--- src/rtl/fracn_pkg.sv ---
package fracn_pkg;
  localparam int ADDR_W     = 7;
  localparam int DATA_W     = 24;
  localparam int FRAME_BITS = 32;
  localparam int COMMIT_CNT = ADDR_W + DATA_W;  // falling edge that commits

  typedef struct packed {
    logic [ADDR_W-1:0] addr;
    logic [DATA_W-1:0] data;
  } frame_t;
endpackage

--- src/rtl/fracn_sync.sv ---
module fracn_sync #(
  parameter int           W       = 1,
  parameter logic [W-1:0] RST_VAL = '0
) (
  input  logic         clk_i,
  input  logic         rst_ni,
  input  logic [W-1:0] d_i,
  output logic [W-1:0] q_o
);
  logic [W-1:0] meta_q;

  always_ff @(posedge clk_i or negedge rst_ni) begin
    if (!rst_ni) begin
      meta_q <= RST_VAL;
      q_o    <= RST_VAL;
    end else begin
      meta_q <= d_i;
      q_o    <= meta_q;
    end
  end
endmodule

--- src/rtl/fracn_serial_rx.sv ---
module fracn_serial_rx
  import fracn_pkg::*;
(
  input  logic   clk_i,
  input  logic   rst_ni,
  input  logic   sclk_s_i,
  input  logic   sdata_s_i,
  input  logic   csn_s_i,
  output logic   vld_o,
  output frame_t frame_o
);
  localparam int CNT_W = $clog2(FRAME_BITS) + 1;
  localparam logic [CNT_W-1:0] CNT_MAX = '1;
  localparam logic [CNT_W-1:0] CNT_HIT = CNT_W'(COMMIT_CNT);

  logic                  sclk_q;
  logic [COMMIT_CNT-1:0] shift_q;
  logic [CNT_W-1:0]      cnt_q;
  logic                  rise, fall;

  assign rise = sclk_s_i & ~sclk_q;
  assign fall = ~sclk_s_i & sclk_q;

  always_ff @(posedge clk_i or negedge rst_ni) begin
    if (!rst_ni) begin
      sclk_q  <= 1'b0;
      shift_q <= '0;
      cnt_q   <= '0;
      vld_o   <= 1'b0;
      frame_o <= '0;
    end else begin
      sclk_q <= sclk_s_i;
      vld_o  <= 1'b0;
      if (csn_s_i) begin
        cnt_q <= '0;
      end else begin
        if (rise) begin
          shift_q <= {shift_q[COMMIT_CNT-2:0], sdata_s_i};
          if (cnt_q != CNT_MAX) cnt_q <= cnt_q + 1'b1;
        end
        if (fall && cnt_q == CNT_HIT) begin
          vld_o   <= 1'b1;
          frame_o <= shift_q;
        end
      end
    end
  end
endmodule

--- src/rtl/fracn_word_bank.sv ---
module fracn_word_bank
  import fracn_pkg::*;
#(
  parameter int                INT_W     = 16,
  parameter int                FRAC_W    = 24,
  parameter logic [ADDR_W-1:0] A_INT     = 7'h0F,
  parameter logic [ADDR_W-1:0] A_FRAC    = 7'h10,
  parameter logic [ADDR_W-1:0] A_MODE    = 7'h06,
  parameter int                MODE_BIT  = 13,
  parameter int                INT_RST   = 100,
  parameter int                FRAC_MIN  = 36,
  parameter int                FRAC_MAX  = 65531,
  parameter int                INTM_MIN  = 32,
  parameter int                INTM_MAX  = 65535
) (
  input  logic              clk_i,
  input  logic              rst_ni,
  input  logic              vld_i,
  input  frame_t            frame_i,
  output logic [INT_W-1:0]  int_o,
  output logic [FRAC_W-1:0] frac_o,
  output logic              imode_o,
  output logic              hop_o,
  output logic              err_o
);
  localparam logic [INT_W:0] LO_F = (INT_W+1)'(FRAC_MIN);
  localparam logic [INT_W:0] HI_F = (INT_W+1)'(FRAC_MAX);
  localparam logic [INT_W:0] LO_I = (INT_W+1)'(INTM_MIN);
  localparam logic [INT_W:0] HI_I = (INT_W+1)'(INTM_MAX);

  logic [INT_W-1:0] shd_q;
  logic [INT_W-1:0] wr_int;
  logic [INT_W:0]   wr_ext;
  logic             legal;

  assign wr_int = frame_i.data[INT_W-1:0];
  assign wr_ext = {1'b0, wr_int};

  always_comb begin
    if (imode_o) legal = (wr_ext >= LO_I) && (wr_ext <= HI_I);
    else         legal = (wr_ext >= LO_F) && (wr_ext <= HI_F);
  end

  always_ff @(posedge clk_i or negedge rst_ni) begin
    if (!rst_ni) begin
      int_o   <= INT_W'(INT_RST);
      shd_q   <= INT_W'(INT_RST);
      frac_o  <= '0;
      imode_o <= 1'b0;
      hop_o   <= 1'b0;
      err_o   <= 1'b0;
    end else begin
      hop_o <= 1'b0;
      if (vld_i) begin
        if (frame_i.addr == A_INT) begin
          shd_q <= wr_int;
          err_o <= ~legal;
          if (imode_o) begin
            int_o <= wr_int;
            hop_o <= 1'b1;
          end
        end else if (frame_i.addr == A_FRAC) begin
          if (!imode_o) begin
            frac_o <= frame_i.data[FRAC_W-1:0];
            int_o  <= shd_q;
            hop_o  <= 1'b1;
          end
        end else if (frame_i.addr == A_MODE) begin
          imode_o <= frame_i.data[MODE_BIT];
        end
      end
    end
  end
endmodule

--- src/rtl/fracn_word_ctrl.sv ---
module fracn_word_ctrl
  import fracn_pkg::*;
#(
  parameter int INT_W   = 16,
  parameter int FRAC_W  = 24,
  parameter int INT_RST = 100
) (
  input  logic              clk_i,
  input  logic              rst_ni,
  input  logic              sclk_i,
  input  logic              sdata_i,
  input  logic              csn_i,
  output logic [INT_W-1:0]  int_word_o,
  output logic [FRAC_W-1:0] frac_word_o,
  output logic              mod_en_o,
  output logic              hop_o,
  output logic              range_err_o
);
  logic [2:0] pins_s;
  logic       vld;
  frame_t     frame;
  logic       imode;

  fracn_sync #(.W(3), .RST_VAL(3'b100)) u_sync (
    .clk_i  (clk_i),
    .rst_ni (rst_ni),
    .d_i    ({csn_i, sclk_i, sdata_i}),
    .q_o    (pins_s)
  );

  fracn_serial_rx u_rx (
    .clk_i     (clk_i),
    .rst_ni    (rst_ni),
    .sclk_s_i  (pins_s[1]),
    .sdata_s_i (pins_s[0]),
    .csn_s_i   (pins_s[2]),
    .vld_o     (vld),
    .frame_o   (frame)
  );

  fracn_word_bank #(.INT_W(INT_W), .FRAC_W(FRAC_W), .INT_RST(INT_RST)) u_bank (
    .clk_i   (clk_i),
    .rst_ni  (rst_ni),
    .vld_i   (vld),
    .frame_i (frame),
    .int_o   (int_word_o),
    .frac_o  (frac_word_o),
    .imode_o (imode),
    .hop_o   (hop_o),
    .err_o   (range_err_o)
  );

  assign mod_en_o = ~imode;
endmodule

--- config.mk ---
export PLATFORM = sky130hd
export DESIGN_NAME = fracn_word_ctrl
export DESIGN_NICKNAME = d
export VERILOG_FILES = /design/src/rtl/fracn_pkg.sv /design/src/rtl/fracn_sync.sv /design/src/rtl/fracn_serial_rx.sv /design/src/rtl/fracn_word_bank.sv /design/src/rtl/fracn_word_ctrl.sv
export SDC_FILE = /design/constraint.sdc
export NUM_CORES = 1
export LEC_CHECK = 0
export CORE_MARGIN = 1
export CORE_UTILIZATION = 30
export DETAILED_ROUTE_END_ITERATION = 8
export MAX_ROUTING_LAYER = met4
export SYNTH_ARGS = -nofsm -noshare
export SYNTH_HDL_FRONTEND = slang
export SYNTH_SLANG_ARGS = --single-unit
--- constraint.sdc ---
create_clock -name clk_i -period 5 [get_ports clk_i]
set_input_delay 1.5 -clock clk_i [delete_from_list [all_inputs] [get_ports clk_i]]
set_output_delay 1.5 -clock clk_i [all_outputs]
set_load 0.05 [all_outputs]
; Word-level counts from Yosys, hierarchy flattened
; Index checks and enable logic that the tools add are counted.
[totals]
regBits = 135
in_bits = 5
out_inout_bits = 43
wordCells = 63
[classes]
n_addsub = 1
magnitude_cmp = 4
n_eq_ne = 7
muxes = 15
bitwise_logic = 9
n_reduce_logical = 13
[op_table]
columns = cell, n
row1 = two-way mux 16 bit, 4
row2 = >= comparator 16 x 6 -> 1 bit (second input constant), 2
row3 = <= comparator 16 bit (second input constant), 2
row4 = two-way mux 6 bit, 3
row5 = AND reduction 4 bit, 3
row6 = two-way mux 1 bit, 8
row7 = AND reduction 2 bit, 4
row8 = equality test 7 x 3 -> 1 bit (second input constant), 1
row9 = equality test 7 x 4 -> 1 bit (second input constant), 1
row10 = equality test 7 x 5 -> 1 bit (second input constant), 1
row11 = NOT 1 bit, 7
row12 = adder 6 x 1 -> 6 bit (second input constant), 1
row13 = equality test 6 x 5 -> 1 bit (second input constant), 1
row14 = != test 6 bit (second input constant), 1
row15 = nonzero test 2 bit, 3
row16 = logical AND 1 bit, 3
row17 = AND 1 bit, 2
row18 = != test 2 x 1 -> 1 bit (second input constant), 1
row19 = != test 2 bit (second input constant), 1

; Depth between registers and ports, before layout
; Gate-level depths: netlist (run 1).
[logic_depth]
word_depth = 5
depth_mapped = 9
ltp_nobuf = 7

; By module
; A second synthesis (run 1) with hierarchy kept.
[unflattened]
hier_cells = 341
hier_area_um2 = 5614.1
[by_module_without_submodules]
columns = mod, n_inst, cells_per_inst, area_per_inst_um2, seq_area_each_um2
row1 = fracn_serial_rx, 1, 172, 2846.5, 1751.7
row2 = fracn_word_bank, 1, 162, 2611.3, 1483.9
row3 = fracn_sync, 1, 6, 152.6, 152.6
row4 = fracn_word_ctrl, 1, 1, 3.8, 0.0

; Least setup slack after synthesis (run 1)
; Ideal clock, no wire load.
[synth_timing]
kind = register -> output
start = register u_bank.imode_o
end = output mod_en_o
arrival_ns = 0.735
slack_ns = 2.765
path_stages_with_launch = 2
n_path_buf = 0
cell_sequence = dfrtp_1 > inv_1
[synth_via]
elab_chain_cells = 1
[synth_rtl]
columns = element, line_no
row1 = start: declaration, fracn_word_bank.sv:22  ; output logic imode_o,
row2 = start signal: assignment, fracn_word_bank.sv:69  ; imode_o <= frame_i.data[MODE_BIT];
row3 = NOT 1 bit (no line), --
row4 = end: declaration, fracn_word_ctrl.sv:15  ; output logic mod_en_o,
; Every way passes these cells.

; Worst setup path in the final report (run 1)
; Same ends and word-level chain as after synthesis.

==> out/metrics.csv, run 1 <==
stage;metric;value;unit
clocking;post-CTS sizing;0;
route;total wire length;10100;um
timing;# setup viols final;0;
synthesis;Post-Syn Instances;346;
grt;gr usage total;12.4;%
synthesis;area leader, netlist;dfrtp_1;
placed_design;I/O Buffers;47;
grt;vias in the first global route;3121;
timing;crit path time final;3330;ps
timing;Final Cycle Share;66.7;%
worst_setup_path;critical path arrival;1830;ps
clocking;CTS tree;done;
placed_design;DPL Wire Length;6450;um
worst_setup_path;CP Launch Point;u_bank.imode_o$_DFFE_PN0P_;
synthesis;synth unique cells;39;
floorplanning;# IOs;48;
pwr;VDD IR max;0.234;mV
timing;Max Transition Viols Final;0;
clocking;Bufs on Longest Clock Path;2;
clocking;Worst-Skew Late Latency;410;ps
synthesis;Main synth FF type;dfrtp_1;
route;vias per cell;4.61;
grt;initial antenna violation count;0;
worst_setup_path;reg2reg end;u_bank.frac_o[2]$_DFFE_PN0P_;
finish;Total Nets Final;411;
floorplanning;die footprint;19000;um2
timing;Worst Skew;12.4;ps
finish;Antenna diodes;0;
floorplanning;Die Wd;138;um
finish;sequential cell area;3390;um2
finish;most frequent cells in the layout;127 x dfrtp_1, 96 x mux2_2, 46 x clkdlybuf4s50_1, 30 x mux2_4, 17 x clkbuf_16;
status;status;finished, final reports clean;
worst_setup_path;CP Class;reg2out;
grt;gr ovfl total;0;
timing;Fmax;0.300;GHz
floorplanning;num rows;49;
route;DRT Pass-1 Iters;4;
synthesis;Area contributors post-synth;dfrtp_1 57%, mux2_2 20%, mux2_4 8.1%, dfstp_2 3.8%, mux2_1 1.8%;
timing;RSZ-0062 raised after global routing;no;
synthesis;EDFF count, synth;0;
finish;area occupied by multi-input gates;2040;um2
synthesis;average size of a mapped cell;16.0;um2
worst_setup_path;Crit path depth;2;
timing;final number of hold-violating endpoints;0;
worst_setup_path;worst reg-to-reg path cell count;8;
placed_design;routability cong.;0.705;
pwr;Leak;3.25;nW
clocking;htree depth;4;
finish;cell area after layout;6810;um2
timing;total negative slack;0;ps
worst_hold_path;hold_sp;u_sync.meta_q[1]$_DFF_PN0_;
grt;first-pass GRT wire length;17000;um
floorplanning;Core ar.;18000;um2
timing;worst slew pin tran;802;ps
clocking;CTS buffer count;17;
run;MaxCap Viol Count;0;
route;drt drc;0;
pwr;total power;0.00239;W
floorplanning;Initial Utilization;30.7;%
synthesis;top-area cell type share of the netlist area;57.4;%
finish;commonest non-fill, non-tap cell in the layout;dfrtp_1;
clocking;root buf cell;clkbuf_16;
worst_setup_path;r2r setup slk;1800;ps
synthesis;Syn Nets;353;
synthesis;sequential share of the synthesized area;61.2;%
synthesis;Seq cells post-synth;135;
clocking;buffer count from post-CTS setup fixing;0;
synthesis;synth warn;0;
worst_setup_path;delay-heaviest family, CP;buffers and inverters;
route;DR vias;2977;
clocking;clk sink count;135;
floorplanning;chip height;138;um
worst_setup_path;Worst setup EP type;primary output;
synthesis;Async S/R FF share, synth;100;%
clocking;Worst-path clk slew;60;ps
route;Routed Antenna Nets;0;
placed_design;area post-placement;6250;um2
worst_setup_path;FF-to-FF Start;u_rx.frame_o[30]$_DFFE_PN0P_;
pwr;P per Cell Area;350;nW/um2
worst_setup_path;crit path cell chain;inv_1 -> clkdlybuf4s50_1;
worst_hold_path;hold crit path type;reg2reg;
route;mean routed wirelength per cell;15.7;um
worst_setup_path;worst path required time;3500;ps
finish;final cell count without fillers;646;
placed_design;Placed Cells;614;
clocking;CTS Hold Bufs;0;
finish;layout cell share with drive strength beyond 1;42.9;%
worst_setup_path;Crit path largest cell delay;830;ps
grt;largest net degree at the start of global routing;90;
route;initial drt markers;150;
timing;slew margin rel.;46.6;%
finish;Synth-to-Final Area Change;23.1;%
worst_setup_path;WP buf/inv;2;
worst_setup_path;CP max-delay cell;clkdlybuf4s50_1;
synthesis;Synth Cell Area;5530;um2
worst_setup_path;CP startpoint kind;register;
worst_setup_path;capture point of the worst path;mod_en_o;
worst_setup_path;CP max FO;5;
finish;fill cell count;1700;
[stage by stage]
step	setup WS [ps]	utilization, %	hold slack [ps]
after global routing	1480	37.8	365
after CTS	1630	37.8	355
after global placement	1770	34.7	333
after floorplan	2760	-	331
final	1670	37.8	351
after detailed placement	1730	34.7	340
[per-layer routing]
metal / vias up / GRT usage [%] / wire, um
li1: 1373 / - / -
met1: 1532 / 15.9 / 4780
met2: 60 / 18.5 / 4870
met3: 12 / 3.57 / 355
met4: 0 / 4.53 / 126
met5: - / - / 0
[how the worst min path moves through the flow]
stage / to / depth (start not counted)
2_1_floorplan: u_sync.q_o[0]$_DFF_PN0_ / 0
4_1_cts: u_sync.q_o[1]$_DFF_PN0_ / 0
6_report: u_sync.q_o[1]$_DFF_PN0_ / 0
3_5_place_dp: u_sync.q_o[1]$_DFF_PN0_ / 0
5_1_grt: u_sync.q_o[2]$_DFF_PN1_ / 0
3_3_place_gp: u_sync.q_o[1]$_DFF_PN0_ / 0
[worst reg2reg max path, stage by stage (launching register included)]
cell       delay (ps)
dfrtp_1           420
nand4bb_1         280
nor3_4            600
inv_2             180
ha_1              230
inv_1              40
or2_1             580
buf_4             410
mux2_1            350
[cell type report]
class	count	area share (%)
Tap cell	229	4.20
Clock buffer	18	6.45
Multi-Input combinational cell	193	29.9
Clock inverter	14	1.87
Timing Repair Buffer	53	7.58
Inverter	4	0.220
Sequential cell	135	49.7
[registers in the layout, indices dropped and copies added (netlist names)]
register	flops
u_rx.frame_o	31
u_bank.frac_o	24
u_sync.q_o	3
u_bank.err_o	1
u_rx.shift_q	31
u_bank.imode_o	1
u_sync.meta_q	3
u_rx.cnt_q	6
u_bank.shd_q	16
u_rx.vld_o	1
u_bank.int_o	16
u_bank.hop_o	1
u_rx.sclk_q	1
[cell usage after synthesis (2+ instances only)]
cell,n
o21ai_0,3
dfstp_2,8
nand2_1,6
inv_1,3
mux2_1,9
buf_2,6
buf_6,3
nand2b_1,2
mux2_2,96
nand3_1,3
mux2_4,30
clkbuf_1,4
nand4_1,4
nor4_1,3
o211ai_1,4
nor2_1,8
ha_1,2
dfrtp_1,127
nor2b_1,2
xor2_1,4
[cells by family after synthesis]
family                   after synthesis  share of synthesized area, %
XOR/XNOR                               4                         0.633
AO/OA/AOI/OAI                         12                          1.70
adder cells (fa/ha/maj)                2                         0.452
buffers and inverters                 18                          2.06
AND/OR/NAND/NOR                       39                          4.25
flip-flops                           135                          61.2
multiplexers                         136                          29.7
[report_power, final]
group / switching, W / total, W / leakage [nW] / internal [W]
combinational: 0.0000331 / 0.0000650 / 1.15 / 0.0000319
clock: 0.000471 / 0.00117 / 0.268 / 0.000698
sequential: 0.0000246 / 0.00115 / 1.83 / 0.00113
Note: power is estimated with default switching activity, not from simulation.
==> inputs of run 2 (changes only) <==
==> constraint.sdc (replaced) <==
create_clock -name clk_i -period 3.5 [get_ports clk_i]
set_input_delay 1.05 -clock clk_i [delete_from_list [all_inputs] [get_ports clk_i]]
set_output_delay 1.05 -clock clk_i [all_outputs]
set_load 0.05 [all_outputs]
==> run 2 against run 1 <==
  * First-iteration DRC count decreased by 13%
  * Worst hold slack worse by 1.5 ps
  * Clock skew shrank 4.9 ps
  * Register-to-register slack worse by 860 ps
  * Critical endpoint unchanged
  * Critical path depth unchanged
  * Total power up 47%
  * Critical path type unchanged
  * Clock-buffer cell count rose by 1
  * Core utilization grew 0.25 points
  * Via count is 0.47% lower
==> out/metrics.csv, run 2 (synthesized netlist as in run 1, its figures left out) <==
stage;metric;value;unit;change
status;status;finished, final reports clean;;unchanged
timing;worst slew pin tran;768;ps;was 802 ps
timing;# setup viols final;0;;unchanged
finish;most frequent cells in the layout;127 x dfrtp_1, 96 x mux2_2, 46 x clkdlybuf4s50_1, 30 x mux2_4, 17 x clkbuf_16;;unchanged
timing;final number of hold-violating endpoints;0;;unchanged
worst_setup_path;worst path required time;2450;ps;was 3500 ps
clocking;buffer count from post-CTS setup fixing;0;;unchanged
route;initial drt markers;131;;was 150
floorplanning;chip height;138;um;unchanged
timing;RSZ-0062 raised after global routing;no;;unchanged
timing;Max Transition Viols Final;0;;unchanged
timing;crit path time final;2860;ps;
clocking;root buf cell;clkbuf_16;;unchanged
clocking;Worst-path clk slew;60;ps;about the same
timing;Worst Skew;7.49;ps;was 12.4 ps
clocking;CTS buffer count;17;;unchanged
route;drt drc;0;;unchanged
timing;slew margin rel.;48.7;%;was 46.6%
route;vias per cell;4.58;;was 4.61
timing;worst setup margin;644;ps;was 1670 ps
clocking;CTS tree;done;;unchanged
worst_setup_path;CP startpoint kind;register;;unchanged
grt;vias in the first global route;3161;;was 3121
grt;first-pass GRT wire length;16500;um;was 17000 um
clocking;post-CTS sizing;0;;unchanged
placed_design;worst slack, placed;939;ps;was 1730 ps
clocking;Bufs on Longest Clock Path;2;;unchanged
clocking;Worst-Skew Late Latency;420;ps;was 410 ps
floorplanning;num rows;49;;unchanged
grt;gr usage total;12.1;%;was 12.4%
route;total wire length;10100;um;about the same
worst_setup_path;FF-to-FF Start;u_rx.frame_o[30]$_DFFE_PN0P_;;unchanged
route;DRT Pass-1 Iters;4;;unchanged
clocking;clk sink count;135;;unchanged
timing;Final Cycle Share;81.6;%;
placed_design;routability cong.;0.727;;was 0.705
worst_setup_path;Worst setup EP type;primary output;;unchanged
grt;largest net degree at the start of global routing;69;;was 90
worst_setup_path;CP max FO;5;;unchanged
finish;layout cell share with drive strength beyond 1;42.8;%;was 42.9%
route;DR vias;2963;;was 2977
route;mean routed wirelength per cell;15.5;um;was 15.7 um
worst_setup_path;Crit path largest cell delay;840;ps;was 830 ps
worst_setup_path;CP max-delay cell;clkdlybuf4s50_1;;unchanged
finish;Synth-to-Final Area Change;23.9;%;was 23.1%
floorplanning;Initial Utilization;30.7;%;unchanged
pwr;VDD IR max;0.479;mV;was 0.234 mV
finish;Antenna diodes;0;;unchanged
timing;total negative slack;0;ps;unchanged
pwr;P per Cell Area;511;nW/um2;was 350 nW/um2
clocking;htree depth;4;;unchanged
finish;Largest regs;u_rx.frame_o: 31 flops, u_rx.shift_q: 31 flops, u_bank.frac_o: 24 flops;;unchanged
grt;gr ovfl total;0;;unchanged
finish;commonest non-fill, non-tap cell in the layout;dfrtp_1;;unchanged
floorplanning;# IOs;48;;unchanged
timing;Fmax;0.350;GHz;
clocking;CTS Hold Bufs;0;;unchanged
route;Routed Antenna Nets;0;;unchanged
worst_hold_path;hold crit path type;reg2reg;;unchanged
finish;Total Nets Final;412;;was 411
placed_design;I/O Buffers;47;;unchanged
worst_setup_path;crit path cell chain;inv_1 -> clkdlybuf4s50_1;;unchanged
worst_setup_path;critical path arrival;1810;ps;was 1830 ps
floorplanning;Core ar.;18000;um2;unchanged
placed_design;DPL Wire Length;6350;um;was 6450 um
floorplanning;die footprint;19000;um2;unchanged
grt;initial antenna violation count;0;;unchanged
worst_hold_path;hold_sp;u_sync.meta_q[1]$_DFF_PN0_;;unchanged
floorplanning;Die Wd;138;um;unchanged
worst_setup_path;CP Launch Point;u_bank.imode_o$_DFFE_PN0P_;;unchanged
worst_setup_path;CP Class;reg2out;;unchanged
run;MaxCap Viol Count;0;;unchanged
pwr;Leak;3.28;nW;was 3.25 nW
[run 2: critical path, delay by kind of cell, from the launching register on]
| family | cells | cell delay (ps) |
|---|---|---|
| buffers and inverters | 2 | 970 |
| DFF | 1 | 410 |
[run 2: metrics by stage]
stage               cell area (um2)  util [%]  instances  power, W  hold WS (ps)
floorplan                      5530         -        346   0.00172           331
global placement               6270      34.8        615   0.00177           342
detailed placement             6270      34.8        615   0.00177           336
CTS                            6860      38.1        647   0.00355           350
global route                   6860      38.1        647   0.00365           362
finish                         6860      38.1        647   0.00350           349
[run 2: routing by layer]
layer  vias up  share of wire, %  routed length [um]  track usage (%)
met4         0               1.0                 105             4.71
met3        12               4.2                 420             4.53
met2        55                47                4750             18.0
li1       1372                 -                   -                -
met5         -                 0                   0                -
met1      1524                48                4780             14.7
[run 2: final cells by class]
class	count	area (um2)
clock buffers	19	443
flip-flops and latches	135	3390
inverters	4	15.0
well taps	229	287
multi-input cells	193	2040
repair buffers	54	537
clock inverters	13	149
fillers	1693	11200
[run 2: where the power goes]
part           internal (W)  switching, W  total [W]
registers           0.00161     0.0000353    0.00165
clock network       0.00107      0.000686    0.00176
logic             0.0000472     0.0000488  0.0000960
total               0.00273      0.000770    0.00350
[run 2: path summary, 6_finish.rpt]
path	depth (start not counted)	slack, ps	end
hold reg to reg	0	350	u_sync.q_o[1]$_DFF_PN0_
max in group asynchronous	2	2180	u_bank.shd_q[2]$_DFFE_PN1P_
hold / removal	0	350	u_sync.q_o[1]$_DFF_PN0_
min in group asynchronous	1	520	u_bank.frac_o[11]$_DFFE_PN0P_
setup reg to reg	7	940	u_bank.int_o[3]$_DFFE_PN0P_
setup / recovery	2	640	mod_en_o
